--- config.mk ---
export PLATFORM = sky130hd
export DESIGN_NAME = trc_ctrl
export DESIGN_NICKNAME = d
export VERILOG_FILES = /design/src/rtl/trc_pkg.sv /design/src/rtl/trc_seq.sv /design/src/rtl/trc_frame.sv /design/src/rtl/trc_ctrl.sv
export SDC_FILE = /design/constraint.sdc
export NUM_CORES = 1
export LEC_CHECK = 0
export ABC_AREA = 1
export CAP_MARGIN = 20
export CORE_MARGIN = 8
export CORE_UTILIZATION = 40
export DETAILED_ROUTE_END_ITERATION = 6
export HOLD_SLACK_MARGIN = 0.08
export PLACE_DENSITY = 0.76
export SETUP_SLACK_MARGIN = 0.02
export SLEW_MARGIN = 20
export SYNTH_ARGS = -nofsm -noshare
export SYNTH_HDL_FRONTEND = slang
export SYNTH_SLANG_ARGS = --single-unit
--- constraint.sdc ---
create_clock -name clk -period 2.15 [get_ports clk]
set_clock_uncertainty 0.05 [all_clocks]
set_input_delay 0.215 -clock clk [delete_from_list [all_inputs] [get_ports clk]]
set_output_delay 0.215 -clock clk [all_outputs]
set_load 0.005 [all_outputs]
--- src/rtl/trc_pkg.sv ---
package trc_pkg;

    typedef enum logic [2:0] {
        ST_RUN       = 3'd0,
        ST_PRE_STOP  = 3'd1,
        ST_WAIT_RET  = 3'd2,
        ST_STOP_EXEC = 3'd3,
        ST_STOPPED   = 3'd4
    } trc_state_e;

    typedef enum logic [1:0] {
        CAP_NEXT = 2'd0,
        CAP_CUR  = 2'd1,
        CAP_STOP = 2'd2
    } cap_src_e;

    function automatic logic trace_on(input logic [31:0] sr, input int unsigned bitpos);
        return sr[bitpos];
    endfunction

endpackage

--- src/rtl/trc_seq.sv ---
module trc_seq
    import trc_pkg::*;
(
    input  logic       clk,
    input  logic       rst,
    input  logic       instr_done,
    input  logic       instr_is_stop,
    input  logic       t_now,
    input  logic       t_imm,
    input  logic       exc_taken,
    input  logic       trc_ack,
    input  logic       exc_return,
    input  logic       wake,
    output trc_state_e state,
    output logic       req,
    output logic       cap_en,
    output cap_src_e   cap_sel,
    output logic       stop_latch
);

    trc_state_e st_n;
    logic       req_n;

    always_comb begin
        st_n       = state;
        req_n      = req;
        cap_en     = 1'b0;
        cap_sel    = CAP_NEXT;
        stop_latch = 1'b0;
        unique case (state)
            ST_RUN: begin
                if (req) begin
                    if (exc_taken || trc_ack) req_n = 1'b0;
                end else if (instr_done && !exc_taken) begin
                    if (instr_is_stop) begin
                        stop_latch = 1'b1;
                        if (t_now) begin
                            cap_en  = 1'b1;
                            cap_sel = CAP_CUR;
                            req_n   = 1'b1;
                            st_n    = ST_PRE_STOP;
                        end else begin
                            st_n = ST_STOP_EXEC;
                        end
                    end else if (t_now) begin
                        cap_en  = 1'b1;
                        cap_sel = CAP_NEXT;
                        req_n   = 1'b1;
                    end
                end
            end
            ST_PRE_STOP: begin
                if (exc_taken) begin
                    req_n = 1'b0;
                    st_n  = ST_RUN;
                end else if (trc_ack) begin
                    req_n = 1'b0;
                    st_n  = ST_WAIT_RET;
                end
            end
            ST_WAIT_RET: begin
                if (exc_return) st_n = ST_STOP_EXEC;
            end
            ST_STOP_EXEC: begin
                if (t_imm) begin
                    cap_en  = 1'b1;
                    cap_sel = CAP_STOP;
                    req_n   = 1'b1;
                    st_n    = ST_RUN;
                end else begin
                    st_n = ST_STOPPED;
                end
            end
            ST_STOPPED: begin
                if (wake) st_n = ST_RUN;
            end
            default: st_n = ST_RUN;
        endcase
    end

    always_ff @(posedge clk) begin
        if (rst) begin
            state <= ST_RUN;
            req   <= 1'b0;
        end else begin
            state <= st_n;
            req   <= req_n;
        end
    end

endmodule

--- src/rtl/trc_frame.sv ---
module trc_frame
    import trc_pkg::*;
#(
    parameter int ADDR_W = 32,
    parameter int SR_W   = 16
) (
    input  logic              clk,
    input  logic              rst,
    input  logic              cap_en,
    input  cap_src_e          cap_sel,
    input  logic              stop_latch,
    input  logic [ADDR_W-1:0] pc_cur,
    input  logic [ADDR_W-1:0] pc_next,
    input  logic [SR_W-1:0]   sr_cur,
    input  logic [SR_W-1:0]   stop_imm,
    output logic [ADDR_W-1:0] frame_pc,
    output logic [SR_W-1:0]   frame_sr,
    output logic [SR_W-1:0]   stop_imm_q
);

    logic [ADDR_W-1:0] stop_npc_q;
    logic [ADDR_W-1:0] pc_sel;
    logic [SR_W-1:0]   sr_sel;

    always_comb begin
        unique case (cap_sel)
            CAP_CUR: begin
                pc_sel = pc_cur;
                sr_sel = sr_cur;
            end
            CAP_STOP: begin
                pc_sel = stop_npc_q;
                sr_sel = stop_imm_q;
            end
            default: begin
                pc_sel = pc_next;
                sr_sel = sr_cur;
            end
        endcase
    end

    always_ff @(posedge clk) begin
        if (rst) begin
            frame_pc   <= '0;
            frame_sr   <= '0;
            stop_npc_q <= '0;
            stop_imm_q <= '0;
        end else begin
            if (cap_en) begin
                frame_pc <= pc_sel;
                frame_sr <= sr_sel;
            end
            if (stop_latch) begin
                stop_npc_q <= pc_next;
                stop_imm_q <= stop_imm;
            end
        end
    end

endmodule

--- src/rtl/trc_ctrl.sv ---
module trc_ctrl
    import trc_pkg::*;
#(
    parameter int ADDR_W    = 32,
    parameter int SR_W      = 16,
    parameter int T_BIT     = 15,
    parameter int VEC_W     = 8,
    parameter int TRACE_VEC = 9
) (
    input  logic              clk,
    input  logic              rst,
    input  logic              instr_done,
    input  logic              instr_is_stop,
    input  logic [SR_W-1:0]   stop_imm,
    input  logic [SR_W-1:0]   sr_cur,
    input  logic [ADDR_W-1:0] pc_cur,
    input  logic [ADDR_W-1:0] pc_next,
    input  logic              exc_taken,
    input  logic              trc_ack,
    input  logic              exc_return,
    input  logic              wake,
    output logic              trc_req,
    output logic [VEC_W-1:0]  trc_vector,
    output logic [ADDR_W-1:0] frame_pc,
    output logic [SR_W-1:0]   frame_sr,
    output logic              sr_load,
    output logic [SR_W-1:0]   sr_load_val,
    output logic              stopped
);

    localparam logic [VEC_W-1:0] VEC_CODE = VEC_W'(TRACE_VEC);

    trc_state_e      state;
    logic            cap_en;
    cap_src_e        cap_sel;
    logic            stop_latch;
    logic [SR_W-1:0] imm_q;
    logic            t_now;
    logic            t_imm;

    assign t_now = trace_on(32'(sr_cur), T_BIT);
    assign t_imm = trace_on(32'(imm_q), T_BIT);

    trc_seq u_seq (
        .clk          (clk),
        .rst          (rst),
        .instr_done   (instr_done),
        .instr_is_stop(instr_is_stop),
        .t_now        (t_now),
        .t_imm        (t_imm),
        .exc_taken    (exc_taken),
        .trc_ack      (trc_ack),
        .exc_return   (exc_return),
        .wake         (wake),
        .state        (state),
        .req          (trc_req),
        .cap_en       (cap_en),
        .cap_sel      (cap_sel),
        .stop_latch   (stop_latch)
    );

    trc_frame #(.ADDR_W(ADDR_W), .SR_W(SR_W)) u_frame (
        .clk       (clk),
        .rst       (rst),
        .cap_en    (cap_en),
        .cap_sel   (cap_sel),
        .stop_latch(stop_latch),
        .pc_cur    (pc_cur),
        .pc_next   (pc_next),
        .sr_cur    (sr_cur),
        .stop_imm  (stop_imm),
        .frame_pc  (frame_pc),
        .frame_sr  (frame_sr),
        .stop_imm_q(imm_q)
    );

    assign trc_vector  = VEC_CODE;
    assign sr_load     = (state == ST_STOP_EXEC);
    assign sr_load_val = imm_q;
    assign stopped     = (state == ST_STOPPED);

endmodule

==> flow_metrics.py <==
metrics = {
    "die": {
        "initial_core_util": 0.404,
        "die-area_mm2": 0.0157,
        "rows": 40,
        "dieHeight_um": 125,
        "pin_count": 179,
        "coreArea_mm2": 0.0119,
        "die_width_um": 125,
    },
    "yosys": {
        "synth_seq_cells": 100,
        "netlist_instances": 724,
        "ys_seq_area_frac": 0.418,
        "synthTopCellsByArea": "dfxtp_1 (42%), nand2_1 (16%), o21ai_0 (10%)",
        "ys_warn_count": 0,
        "yosysTopAreaCell": "dfxtp_1",
        "yosysUniqueCellTypes": 23,
        "synth_top_area_share": 0.418,
        "syn_avg_cell_area_um2": 6.62,
        "netlist_area_mm2": 0.00479,
    },
    "clock_network": {
        "clock-sinks": 100,
        "clk_latency_ns": 0.34,
        "cts_tree": "built",
        "root_buffer": "clkbuf_16",
        "h-tree-depth": 3,
        "clk_pin_slew_ns": 0.07,
        "cts_buffer_depth": 2,
        "cts_buffers": 9,
    },
    "place": {
        "hpwl_mm": 10.8,
        "placed_cells": 1018,
        "port_buffers": 170,
        "place.gp.congestion": 0.897,
        "post_dp_cell_area_mm2": 0.00668,
    },
    "grt": {
        "grt_use_met3": 0.0472,
        "gr-usage-all-layers": 0.192,
        "grt_first_pass_wirelength_mm": 24.8,
        "busiest_layer": "met2",
        "grt_pass1_vias": 4811,
        "overflow": 0,
        "grt_max_degree": 67,
        "antenna_found_initial": 1,
        "grtUsageMet1": 0.243,
        "grt_use_met2": 0.310,
    },
    "critical_path": {
        "r2r_start": "u_seq.state[1]",
        "reg2regPathDepth": 14,
        "required_ns": 2.34,
        "startpoint": "u_seq.state[1]",
        "r2r-end": "u_frame.frame_pc[28]",
        "crit_type": "reg -> reg",
        "critPathMaxFanout": 10,
        "critPathLaunchType": "flop",
        "timing.reg2reg.setup_slack_ns": 0.24,
        "worstPathArrival_ns": 2.09,
        "endpoint_kind": "flop",
    },
    "timing": {
        "post-route-min-period_ns": 1.91,
        "fmax_ghz": 0.525,
        "hold_viol": 0,
        "rsz0062_at_grt": "no",
        "post-route-period-util": 0.887,
        "finalSetupViolations": 0,
        "slew_viol_final": 0,
    },
    "cells_and_area": {
        "post-route-cell-area_mm2": 0.00702,
        "drive_above_1_share": 0.0912,
        "syn_to_final_growth_pct": 46.6,
        "fin_nets": 989,
        "layout.cells.non_filler": 1036,
    },
    "routing": {
        "drt_iter0_markers": 386,
        "wl_mm": 15.2,
        "drc": 0,
        "drt.antenna.violating_nets": 0,
        "drt_pass1_iterations": 5,
        "vias_per_cell": 4.79,
        "wl_per_cell_um": 14.6,
        "vias": 4967,
    },
    "power_and_ir_drop": {
        "powerDensity_mw_per_mm2": 813,
        "p_leak_uw": 0.00292,
        "irDropWorstVdd_v": 0.000385,
    },
    "hold_path": {
        "holdPathStages": 2,
        "holdPathEnd": "u_frame.stop_npc_q[28]",
        "hold_path_startpoint": "u_frame.stop_npc_q[28]",
        "hold_class": "reg -> reg",
    },
    "run": {
        "cap_violations": 0,
    },
    "status": {
        "status": "complete, no violations",
    },
}
## worst max-delay path: stages (launching register included)
cell     delay [ns]
dfxtp_2        0.35
inv_2          0.12
nand2_2        0.11
nor2_2         0.13
inv_2          0.06
nor2_2         0.11
inv_1          0.05
ha_1           0.21
inv_2          0.09
buf_4          0.17
o21ai_0        0.08
nand2_1        0.06
nand2_1        0.06
nor2_2         0.09
nor2_1         0.05
## logic make-up after synthesis
group                    count (synthesis)  share of synthesized area
AO/OA/AOI/OAI                          167                      0.175
other                                    2                    0.00157
buffers and inverters                  108                      0.105
AND/OR/NAND/NOR                        345                      0.295
adder cells (fa/ha/maj)                  2                    0.00522
flip-flops                             100                      0.418
## what timing repair did
item / CTS / global route
setup buffers: 0 / 1
endpoints found under the setup margin: 0 / 43
resized for setup: 0 / 3
endpoints found under the hold margin: 0 / 0
hold buffers: 0 / 0
## cell usage after synthesis (all sizes together)
cell      n
o21a      1
clkbuf   26
nor2    116
nand2   206
nand4     2
nor3      1
o21ai   114
conb      2
inv      51
a21oi    52
nand3    20
ha        2
buf      31
dfxtp   100
## cell type report
type	instances	area (um2)
sequential	100	2000
timing repair buffer	199	2010
inverter	51	191
antenna	1	2.50
tap	147	184
clock inverter	5	82.6
multi-input combinational	522	2310
fill	1095	4840
clock buffer	11	243
## layer usage
layer | up-vias | wire length, um | part of all wire
met1 | 2212 | 6860 | 0.45
met2 | 155 | 7160 | 0.47
li1 | 2589 | - | -
met5 | - | 0 | 0
met3 | 11 | 966 | 0.064
met4 | 0 | 180 | 0.012
## how the worst max path moves through the flow
stage	endpoint	slack, ns	cells after the start
after global placement	u_frame.frame_pc[7]	-0.11	16
after floorplan	u_frame.frame_pc[26]	0.04	16
final	u_frame.frame_pc[28]	0.24	14
after detailed placement	u_frame.frame_pc[28]	-0.19	16
after global routing	u_frame.frame_pc[25]	0.03	16
after CTS	u_frame.frame_pc[28]	0.13	14
## placed cells by master (no fill, tap or decap), drive strengths merged
cell	count
nand4	2
nor2	116
nand2	206
nand3	20
clkinv	2
buf	29
inv	52
bufinv	2
o21ai	114
ha	2
a21oi	52
nor3	1
diode	1
dfxtp	100
o21a	1
clkdlybuf4s50	170
conb	8
clkbuf	11
## registers in the layout, summed over array words and instances, names as in the netlist
name and flops:
u_frame.stop_npc_q 32, u_frame.frame_sr 16, u_seq.state 3, u_frame.stop_imm_q 16, u_seq.req 1, u_frame.frame_pc 32
## stage by stage
step	TNS, ns	utilization	total power (uW)	hold WS, ns	worst slack, ns
3_3_place_gp	-3.79	0.564	3940	0.383	-0.112
3_5_place_dp	-6.81	0.564	3960	0.388	-0.192
5_1_grt	0	0.592	6050	0.406	0.0301
4_1_cts	0	0.591	5740	0.387	0.125
6_report	0	0.592	5710	0.397	0.243
2_1_floorplan	0	-	3150	0.330	0.0415
## where the power goes
group	switching (uW)	internal [uW]	total [uW]
Clock	722	1060	1780
Sequential	123	2110	2230
Combinational	888	810	1700
No activity file was read; power rests on OpenSTA's default activity.
